--- config.mk ---
export PLATFORM = sky130hd
export DESIGN_NAME = gpio_cfg_loader
export DESIGN_NICKNAME = d
export VERILOG_FILES = /design/src/rtl/cfgload_pkg.sv /design/src/rtl/cfgload_ctrl.sv /design/src/rtl/cfgload_data.sv /design/src/rtl/gpio_cfg_loader.sv
export SDC_FILE = /design/constraint.sdc
export NUM_CORES = 2
export LEC_CHECK = 0
export ABC_AREA = 0
export ABC_CLOCK_PERIOD_IN_PS = 4400
export CORE_MARGIN = 10
export CORE_UTILIZATION = 63
export CTS_CLUSTER_SIZE = 28
export DETAILED_ROUTE_END_ITERATION = 10
export MAX_ROUTING_LAYER = met4
export PLACE_DENSITY = 0.93
export SLEW_MARGIN = 20
export SYNTH_ARGS = -nofsm -noshare
export SYNTH_HDL_FRONTEND = slang
export SYNTH_HIERARCHICAL = 1
export SYNTH_SLANG_ARGS = --single-unit
--- constraint.sdc ---
create_clock -name clk -period 4.4 [get_ports clk]
set_input_delay 0.66 -clock clk [delete_from_list [all_inputs] [get_ports clk]]
set_output_delay 0.66 -clock clk [all_outputs]
set_load 0.005 [all_outputs]
--- src/rtl/cfgload_pkg.sv ---
package cfgload_pkg;
  // Strobes from the control section to the datapath
  typedef struct packed {
    logic shiftEn;   // advance both chains by one bit
    logic loadEn;    // copy both chains into all pad shadows
    logic holdDflt;  // force pad shadows to their defaults
    logic autoSel;   // serial data comes from the staging image
    logic dinLo;     // manual serial bit for pads 0..HALF-1
    logic dinHi;     // manual serial bit for pads HALF..NUM_PADS-1
  } cfg_strobe_t;
endpackage

--- src/rtl/cfgload_ctrl.sv ---
module cfgload_ctrl
  import cfgload_pkg::*;
#(
  parameter int NUM_PADS = 38,
  parameter int CFG_W    = 13
) (
  input  logic                             clk,
  input  logic                             rstN,
  input  logic                             wrEn,
  input  logic [$clog2(NUM_PADS+1)-1:0]    wrAddr,
  input  logic [CFG_W-1:0]                 wrData,
  output cfg_strobe_t                      strb,
  output logic [$clog2((NUM_PADS/2)*CFG_W)-1:0] seqIdx,
  output logic [CFG_W-1:0]                 ctrlWord
);
  localparam int HALF = NUM_PADS / 2;
  localparam int CLEN = HALF * CFG_W;
  localparam int IDXW = $clog2(CLEN);

  logic busy, phase, loadPh;
  logic bbEn, bbRstN, bbLoad, bbClk, bbD1, bbD2;
  logic bbClkQ, bbLoadQ;
  logic ctrlWr, startReq;

  assign ctrlWr   = wrEn && (wrAddr == '0);
  assign startReq = ctrlWr && wrData[0] && !wrData[1] && !busy;

  always_ff @(posedge clk or negedge rstN) begin
    if (!rstN) begin
      busy    <= 1'b0;
      phase   <= 1'b0;
      loadPh  <= 1'b0;
      seqIdx  <= '0;
      bbEn    <= 1'b0;
      bbRstN  <= 1'b1;
      bbLoad  <= 1'b0;
      bbClk   <= 1'b0;
      bbD1    <= 1'b0;
      bbD2    <= 1'b0;
      bbClkQ  <= 1'b0;
      bbLoadQ <= 1'b0;
    end else begin
      bbClkQ  <= bbClk;
      bbLoadQ <= bbLoad;
      if (busy) begin
        if (loadPh) begin
          busy   <= 1'b0;
          loadPh <= 1'b0;
        end else begin
          phase <= ~phase;
          if (phase) begin
            if (seqIdx == '0) loadPh <= 1'b1;
            else              seqIdx <= seqIdx - 1'b1;
          end
        end
      end
      if (ctrlWr) begin
        bbEn   <= wrData[1];
        bbRstN <= wrData[2];
        bbLoad <= wrData[3];
        bbClk  <= wrData[4];
        bbD1   <= wrData[5];
        bbD2   <= wrData[6];
      end
      if (startReq) begin
        busy   <= 1'b1;
        phase  <= 1'b0;
        loadPh <= 1'b0;
        seqIdx <= IDXW'(CLEN - 1);
      end
    end
  end

  always_comb begin
    strb.autoSel  = busy;
    strb.shiftEn  = (busy && phase && !loadPh) ||
                    (bbEn && bbClk && !bbClkQ && !busy);
    strb.loadEn   = (busy && loadPh) ||
                    (bbEn && bbLoad && !bbLoadQ && !busy);
    strb.holdDflt = !bbRstN;
    strb.dinLo    = bbD2;
    strb.dinHi    = bbD1;
    ctrlWord      = '0;
    ctrlWord[6:0] = {bbD2, bbD1, bbClk, bbLoad, bbRstN, bbEn, busy};
  end
endmodule

--- src/rtl/cfgload_data.sv ---
module cfgload_data
  import cfgload_pkg::*;
#(
  parameter int NUM_PADS = 38,
  parameter int CFG_W    = 13,
  parameter logic [NUM_PADS*CFG_W-1:0] PAD_DEFAULTS = '0
) (
  input  logic                             clk,
  input  logic                             rstN,
  input  logic                             wrEn,
  input  logic [$clog2(NUM_PADS+1)-1:0]    wrAddr,
  input  logic [CFG_W-1:0]                 wrData,
  input  logic [$clog2(NUM_PADS+1)-1:0]    rdAddr,
  input  logic [CFG_W-1:0]                 ctrlWord,
  input  cfg_strobe_t                      strb,
  input  logic [$clog2((NUM_PADS/2)*CFG_W)-1:0] seqIdx,
  output logic [CFG_W-1:0]                 rdData,
  output logic [NUM_PADS*CFG_W-1:0]        padCfg
);
  localparam int HALF = NUM_PADS / 2;
  localparam int CLEN = HALF * CFG_W;

  logic [CFG_W-1:0] stage  [NUM_PADS];
  logic [CFG_W-1:0] shadow [NUM_PADS];
  logic [CLEN-1:0]  chainLo, chainHi, imgLo, imgHi;
  logic             dinLo, dinHi;

  // Staging image laid out in final chain positions
  always_comb begin
    imgLo = '0;
    imgHi = '0;
    for (int p = 0; p < HALF; p++) begin
      for (int b = 0; b < CFG_W; b++) begin
        imgLo[p*CFG_W + b]            = stage[p][b];
        imgHi[(HALF-1-p)*CFG_W + b]   = stage[HALF+p][b];
      end
    end
  end

  assign dinLo = strb.autoSel ? imgLo[seqIdx] : strb.dinLo;
  assign dinHi = strb.autoSel ? imgHi[seqIdx] : strb.dinHi;

  always_ff @(posedge clk or negedge rstN) begin
    if (!rstN) begin
      chainLo <= '0;
      chainHi <= '0;
      for (int p = 0; p < NUM_PADS; p++) begin
        stage[p]  <= PAD_DEFAULTS[p*CFG_W +: CFG_W];
        shadow[p] <= PAD_DEFAULTS[p*CFG_W +: CFG_W];
      end
    end else begin
      for (int p = 0; p < NUM_PADS; p++)
        if (wrEn && (int'(wrAddr) == p + 1)) stage[p] <= wrData;
      if (strb.shiftEn) begin
        chainLo <= {chainLo[CLEN-2:0], dinLo};
        chainHi <= {chainHi[CLEN-2:0], dinHi};
      end
      if (strb.holdDflt) begin
        for (int p = 0; p < NUM_PADS; p++)
          shadow[p] <= PAD_DEFAULTS[p*CFG_W +: CFG_W];
      end else if (strb.loadEn) begin
        for (int p = 0; p < HALF; p++) begin
          shadow[p]      <= chainLo[p*CFG_W +: CFG_W];
          shadow[HALF+p] <= chainHi[(HALF-1-p)*CFG_W +: CFG_W];
        end
      end
    end
  end

  always_comb begin
    rdData = '0;
    if (rdAddr == '0) rdData = ctrlWord;
    for (int p = 0; p < NUM_PADS; p++)
      if (int'(rdAddr) == p + 1) rdData = stage[p];
  end

  for (genvar g = 0; g < NUM_PADS; g++) begin : g_pad
    assign padCfg[g*CFG_W +: CFG_W] = shadow[g];
  end
endmodule

--- src/rtl/gpio_cfg_loader.sv ---
module gpio_cfg_loader
  import cfgload_pkg::*;
#(
  parameter int NUM_PADS = 38,
  parameter int CFG_W    = 13,
  parameter logic [NUM_PADS*CFG_W-1:0] PAD_DEFAULTS =
    {{(NUM_PADS - NUM_PADS/2){13'h1808}}, {(NUM_PADS/2){13'h0403}}}
) (
  input  logic                          clk,
  input  logic                          rstN,
  input  logic                          wrEn,
  input  logic [$clog2(NUM_PADS+1)-1:0] wrAddr,
  input  logic [CFG_W-1:0]              wrData,
  input  logic [$clog2(NUM_PADS+1)-1:0] rdAddr,
  output logic [CFG_W-1:0]              rdData,
  output logic [NUM_PADS*CFG_W-1:0]     padCfg
);
  localparam int IDXW = $clog2((NUM_PADS/2)*CFG_W);

  cfg_strobe_t      strb;
  logic [IDXW-1:0]  seqIdx;
  logic [CFG_W-1:0] ctrlWord;

  cfgload_ctrl #(.NUM_PADS(NUM_PADS), .CFG_W(CFG_W)) u_ctrl (
    .clk(clk), .rstN(rstN), .wrEn(wrEn), .wrAddr(wrAddr), .wrData(wrData),
    .strb(strb), .seqIdx(seqIdx), .ctrlWord(ctrlWord)
  );

  cfgload_data #(.NUM_PADS(NUM_PADS), .CFG_W(CFG_W),
                 .PAD_DEFAULTS(PAD_DEFAULTS)) u_data (
    .clk(clk), .rstN(rstN), .wrEn(wrEn), .wrAddr(wrAddr), .wrData(wrData),
    .rdAddr(rdAddr), .ctrlWord(ctrlWord), .strb(strb), .seqIdx(seqIdx),
    .rdData(rdData), .padCfg(padCfg)
  );
endmodule

==> qor.yml <==
placed_design:
  numPlacedInstances: 6955
  replace_congestion: 1.05
  port_buffers: 534
  detailedPlacementHpwl_mm: 167
cts:
  cts_inserted_buffers: 150
  cts.sinks: 1501
  ctsLongestPathBuffers: 3
  tritoncts_clock_tree: "built"
  h-tree-depth: 4
  clock_latency_ns: 0.77
  cts.root.buffer_cell: "clkbuf_16"
  cts.reportedPaths.clkPinSlew_ns: 0.06
sta:
  finalMaxSlewViolations: 0
  holdWs_ns: 0.461
  maxClockFrequency_mhz: 221
  setup_total_negative_slack_ns: -0.127
  setup_slack_ns: -0.127
  final-hold-violation-count: 0
  final.setup_skew_ns: 0.0232
  worstMarginPinSlew_ns: 1.24
  total_of_endpoints_with_negative_setup_slack_in_the_final_report: 1
  finalCriticalPeriod_ns: 4.53
  rsz_0062_raised_after_global_routing: "true"
  min_period_over_period_pct: 103
  max-slew-margin-rel_pct: 17.6
grt:
  grt_pass1_wl_mm: 366
  grt_max_degree: 167
  grt_overflow: 0
  number_of_global_route_vias_before_repair: 51929
  grt_usage_pct: 41.9
  initial_antenna_violation_count: 14
worst_hold_path:
  hold_start: "u_ctrl/bbLoad"
  timing.hold.worst.class: "reg2reg"
  timing.hold.worst_path_depth: 0
  worst_hold_path.endpoint: "u_ctrl/bbLoadQ"
pwr:
  pwr-share-clk_pct: 38.2
  power.share.sequential_pct: 45.9
  share_comb_of_total_power_pct: 15.9
  p_int_uw: 24400
  switching_power_uw: 9580
  power.switching_fraction_pct: 28.2
  total_power_uw: 34000
  power-per-cell-area_mw_per_mm2: 417
  p_leak_uw: 0.0356
  vdd_ir_drop_max_uv: 335
synth:
  number_of_synthesized_flops_with_an_enable_pin: 0
  synth-seq-area-share_pct: 55.8
  synth_register_bits: 1501
  syn_area_per_cell_um2: 13.3
  synthDominantCellAreaShare_pct: 46.9
  synth.cell_area_mm2: 0.0679
  synthesis.yosys.warnings: 6
  synth-main-ff-cell: "dfrtp_1"
  synth.distinct_cells: 99
  synth_largest_area_cell: "dfrtp_1"
  post_synth_inst_count: 5108
  async_flop_share_pct: 100
  post_synth_main_area_contributors: "dfrtp_1, mux2_2, dfstp_2"
drt:
  viasPerCell: 6.87
  detail_route.wl_per_cell_um: 34.5
  drc: 0
  detailroute.via_count: 49857
  drt_first_iter_violations: 6275
  route.antenna.remaining_nets: 0
  routed_wl_mm: 250
  drt_first_pass_iters: 8
layout:
  layout-drive-gt1-share_pct: 34.7
  area_delta_synth_final_pct: 20.1
  nets: 5744
  layout.cells.non_filler: 7255
worst_setup_path:
  setup.worst_path.class: "in2out"
  worst-endpoint-required_ns: 3.74
  kind_of_end_point_of_the_critical_path: "primary output"
  critical_path.startpoint_type: "input pin"
  path_max_fanout: 14
  critical_path.reg2reg.startpoint: "u_ctrl/seqIdx[0]"
  reg2reg_depth: 8
  worstReg2RegEnd: "u_data/chainLo[0]"
  crit_arrival_ns: 3.87
  worst-r2r-setup-slack_ns: 0.61
floorplan:
  core.rowCount: 120
  initial_core_util_pct: 63.4
  fp.dieArea_mm2: 0.121
  fp.coreArea_mm2: 0.107
  design.portCount: 535
  dieHeight_um: 348
  floorplan.die.width_um: 348
status:
  violations: "setup timing"
  outcome: "finished with violations"
job:
  reported_max_cap_violation_count: 0
-- stage by stage --
step           worst slack [ns]  cell area [um2]  utilization [%]
2_1_floorplan              1.29            67900                -
3_3_place_gp             -0.382            76200             71.2
3_5_place_dp             -0.395            76200             71.2
4_1_cts                  -0.109            81300             76.0
5_1_grt                  -0.163            81500             76.1
6_report                 -0.127            81500             76.1
-- logic make-up (layout without fill, tap and decap cells) --
kind of cell               after synthesis  count (layout)  synth area share (%)
other                                    1              19               0.00553
xor gates and xnor gates                 4               4                0.0516
AOI/OAI and AO/OA                      600             600                  6.23
adders and majority gates                2               2                0.0369
and+or+nand+nor                        917             918                  6.48
muxes                                 1630            1630                  28.4
DFF                                   1501            1501                  55.8
buffers and inverters                  453            1178                  3.07
-- placed cells by master, fill, tap and decap left out, drive strengths merged, types with 19 or more instances in the layout --
| master | n |
|---|---|
| mux4 | 131 |
| buf | 358 |
| mux2i | 476 |
| a31oi | 35 |
| clkdlybuf4s50 | 516 |
| nor2 | 488 |
| clkbuf | 234 |
| o221ai | 19 |
| a221oi | 21 |
| dfstp | 229 |
| nand2 | 120 |
| mux2 | 1023 |
| nor3 | 34 |
| nor2b | 134 |
| clkinv | 27 |
| dfrtp | 1272 |
| nand2b | 22 |
| nand3 | 34 |
| a211o | 118 |
| inv | 20 |
| a22oi | 30 |
| o22ai | 47 |
| a21oi | 96 |
| o21ai | 105 |
-- layer usage --
| metal | track usage [%] | share of wire (%) | routed length, um |
|---|---|---|---|
| met4 | 27.3 | 8.0 | 20000 |
| met5 | - | 0 | 0 |
| met2 | 65.4 | 47 | 119000 |
| met3 | 9.42 | 9.4 | 23600 |
| met1 | 49.1 | 35 | 88300 |
-- worst max-delay path by stage --
stage | endpoint | cells after the start | start
final | rdData[1] | 11 | rdAddr[2]
after global routing | rdData[1] | 11 | rdAddr[2]
after CTS | rdData[1] | 11 | rdAddr[2]
after detailed placement | rdData[1] | 11 | rdAddr[2]
after global placement | rdData[1] | 11 | rdAddr[2]
after floorplan | rdData[0] | 8 | rdAddr[3]
-- flip-flops by register name (all words and copies together), names as in the netlist, 8 cells and up --
| register | count |
|---|---|
| u_data/imgHi | 247 |
| u_data/padCfg | 494 |
| u_data/chainHi | 247 |
| u_data/imgLo | 247 |
| u_data/chainLo | 247 |
| u_ctrl/seqIdx | 8 |
-- repair_timing --
| item | in CTS | in global routing |
|---|---|---|
| hold endpoints to repair | 81 | 0 |
| gates cloned | 1 | 0 |
| buffers inserted | 3 | 5 |
| endpoints found under the setup margin | 12 | 11 |
| gates resized for setup | 40 | 17 |
| hold buffers | 1 | 0 |
| pin swaps | 12 | 8 |
-- area by class of cell --
cell class | instances | area [um2]
clock buffer | 232 | 4440
sequential | 1501 | 37900
tap | 1403 | 1760
multi-input combinational | 3160 | 28200
fill | 5807 | 25600
clock inverter | 45 | 524
timing repair buffer | 887 | 8580
antenna | 13 | 32.5
inverter | 14 | 60.1
-- critical path: stages --
cell and delay, ns:
clkdlybuf4s50_1 0.44, buf_12 0.17, or4b_4 0.60, buf_4 0.19
or3_1 0.30, a21oi_1 0.19, o311ai_2 0.18, a211oi_2 0.37
buf_4 0.18, a21boi_1 0.10, clkdlybuf4s50_1 0.47
-- cell usage after synthesis, drive strengths merged (5+ instances only) --
master and number:
a221oi 21, a22o 10, or3 6, dfrtp 1272, o32ai 10, mux2 1023, a32oi 9, o221ai 19
nor4 6, and3b 5, nand2b 22, nor3 34, nor4b 5, nand4 8, o2bb2ai 5, o211ai 15
o2111ai 10, nor2b 134, buf 190, nor2 488, a211o 118, mux4 131, clkbuf 249, o31ai 8
dfstp 229, nand3b 7, o21ai 105, a22oi 30, inv 14, o22ai 47, and3 8, a2111oi 6
nor3b 6, a31oi 35, nand3 34, nand4bb 5, nand2 120, a2bb2oi 8, a21oi 96, a211oi 16
mux2i 476
-- power groups by stage --
stage	Sequential [uW]	Combinational [uW]	Clock (uW)
after floorplan	15200	3640	0
after global placement	15700	5130	0
after detailed placement	15800	5210	0
after CTS	15600	5300	13000
after global routing	15600	5580	13600
final	15600	5410	13000
No activity file was read; power rests on OpenSTA's default activity.
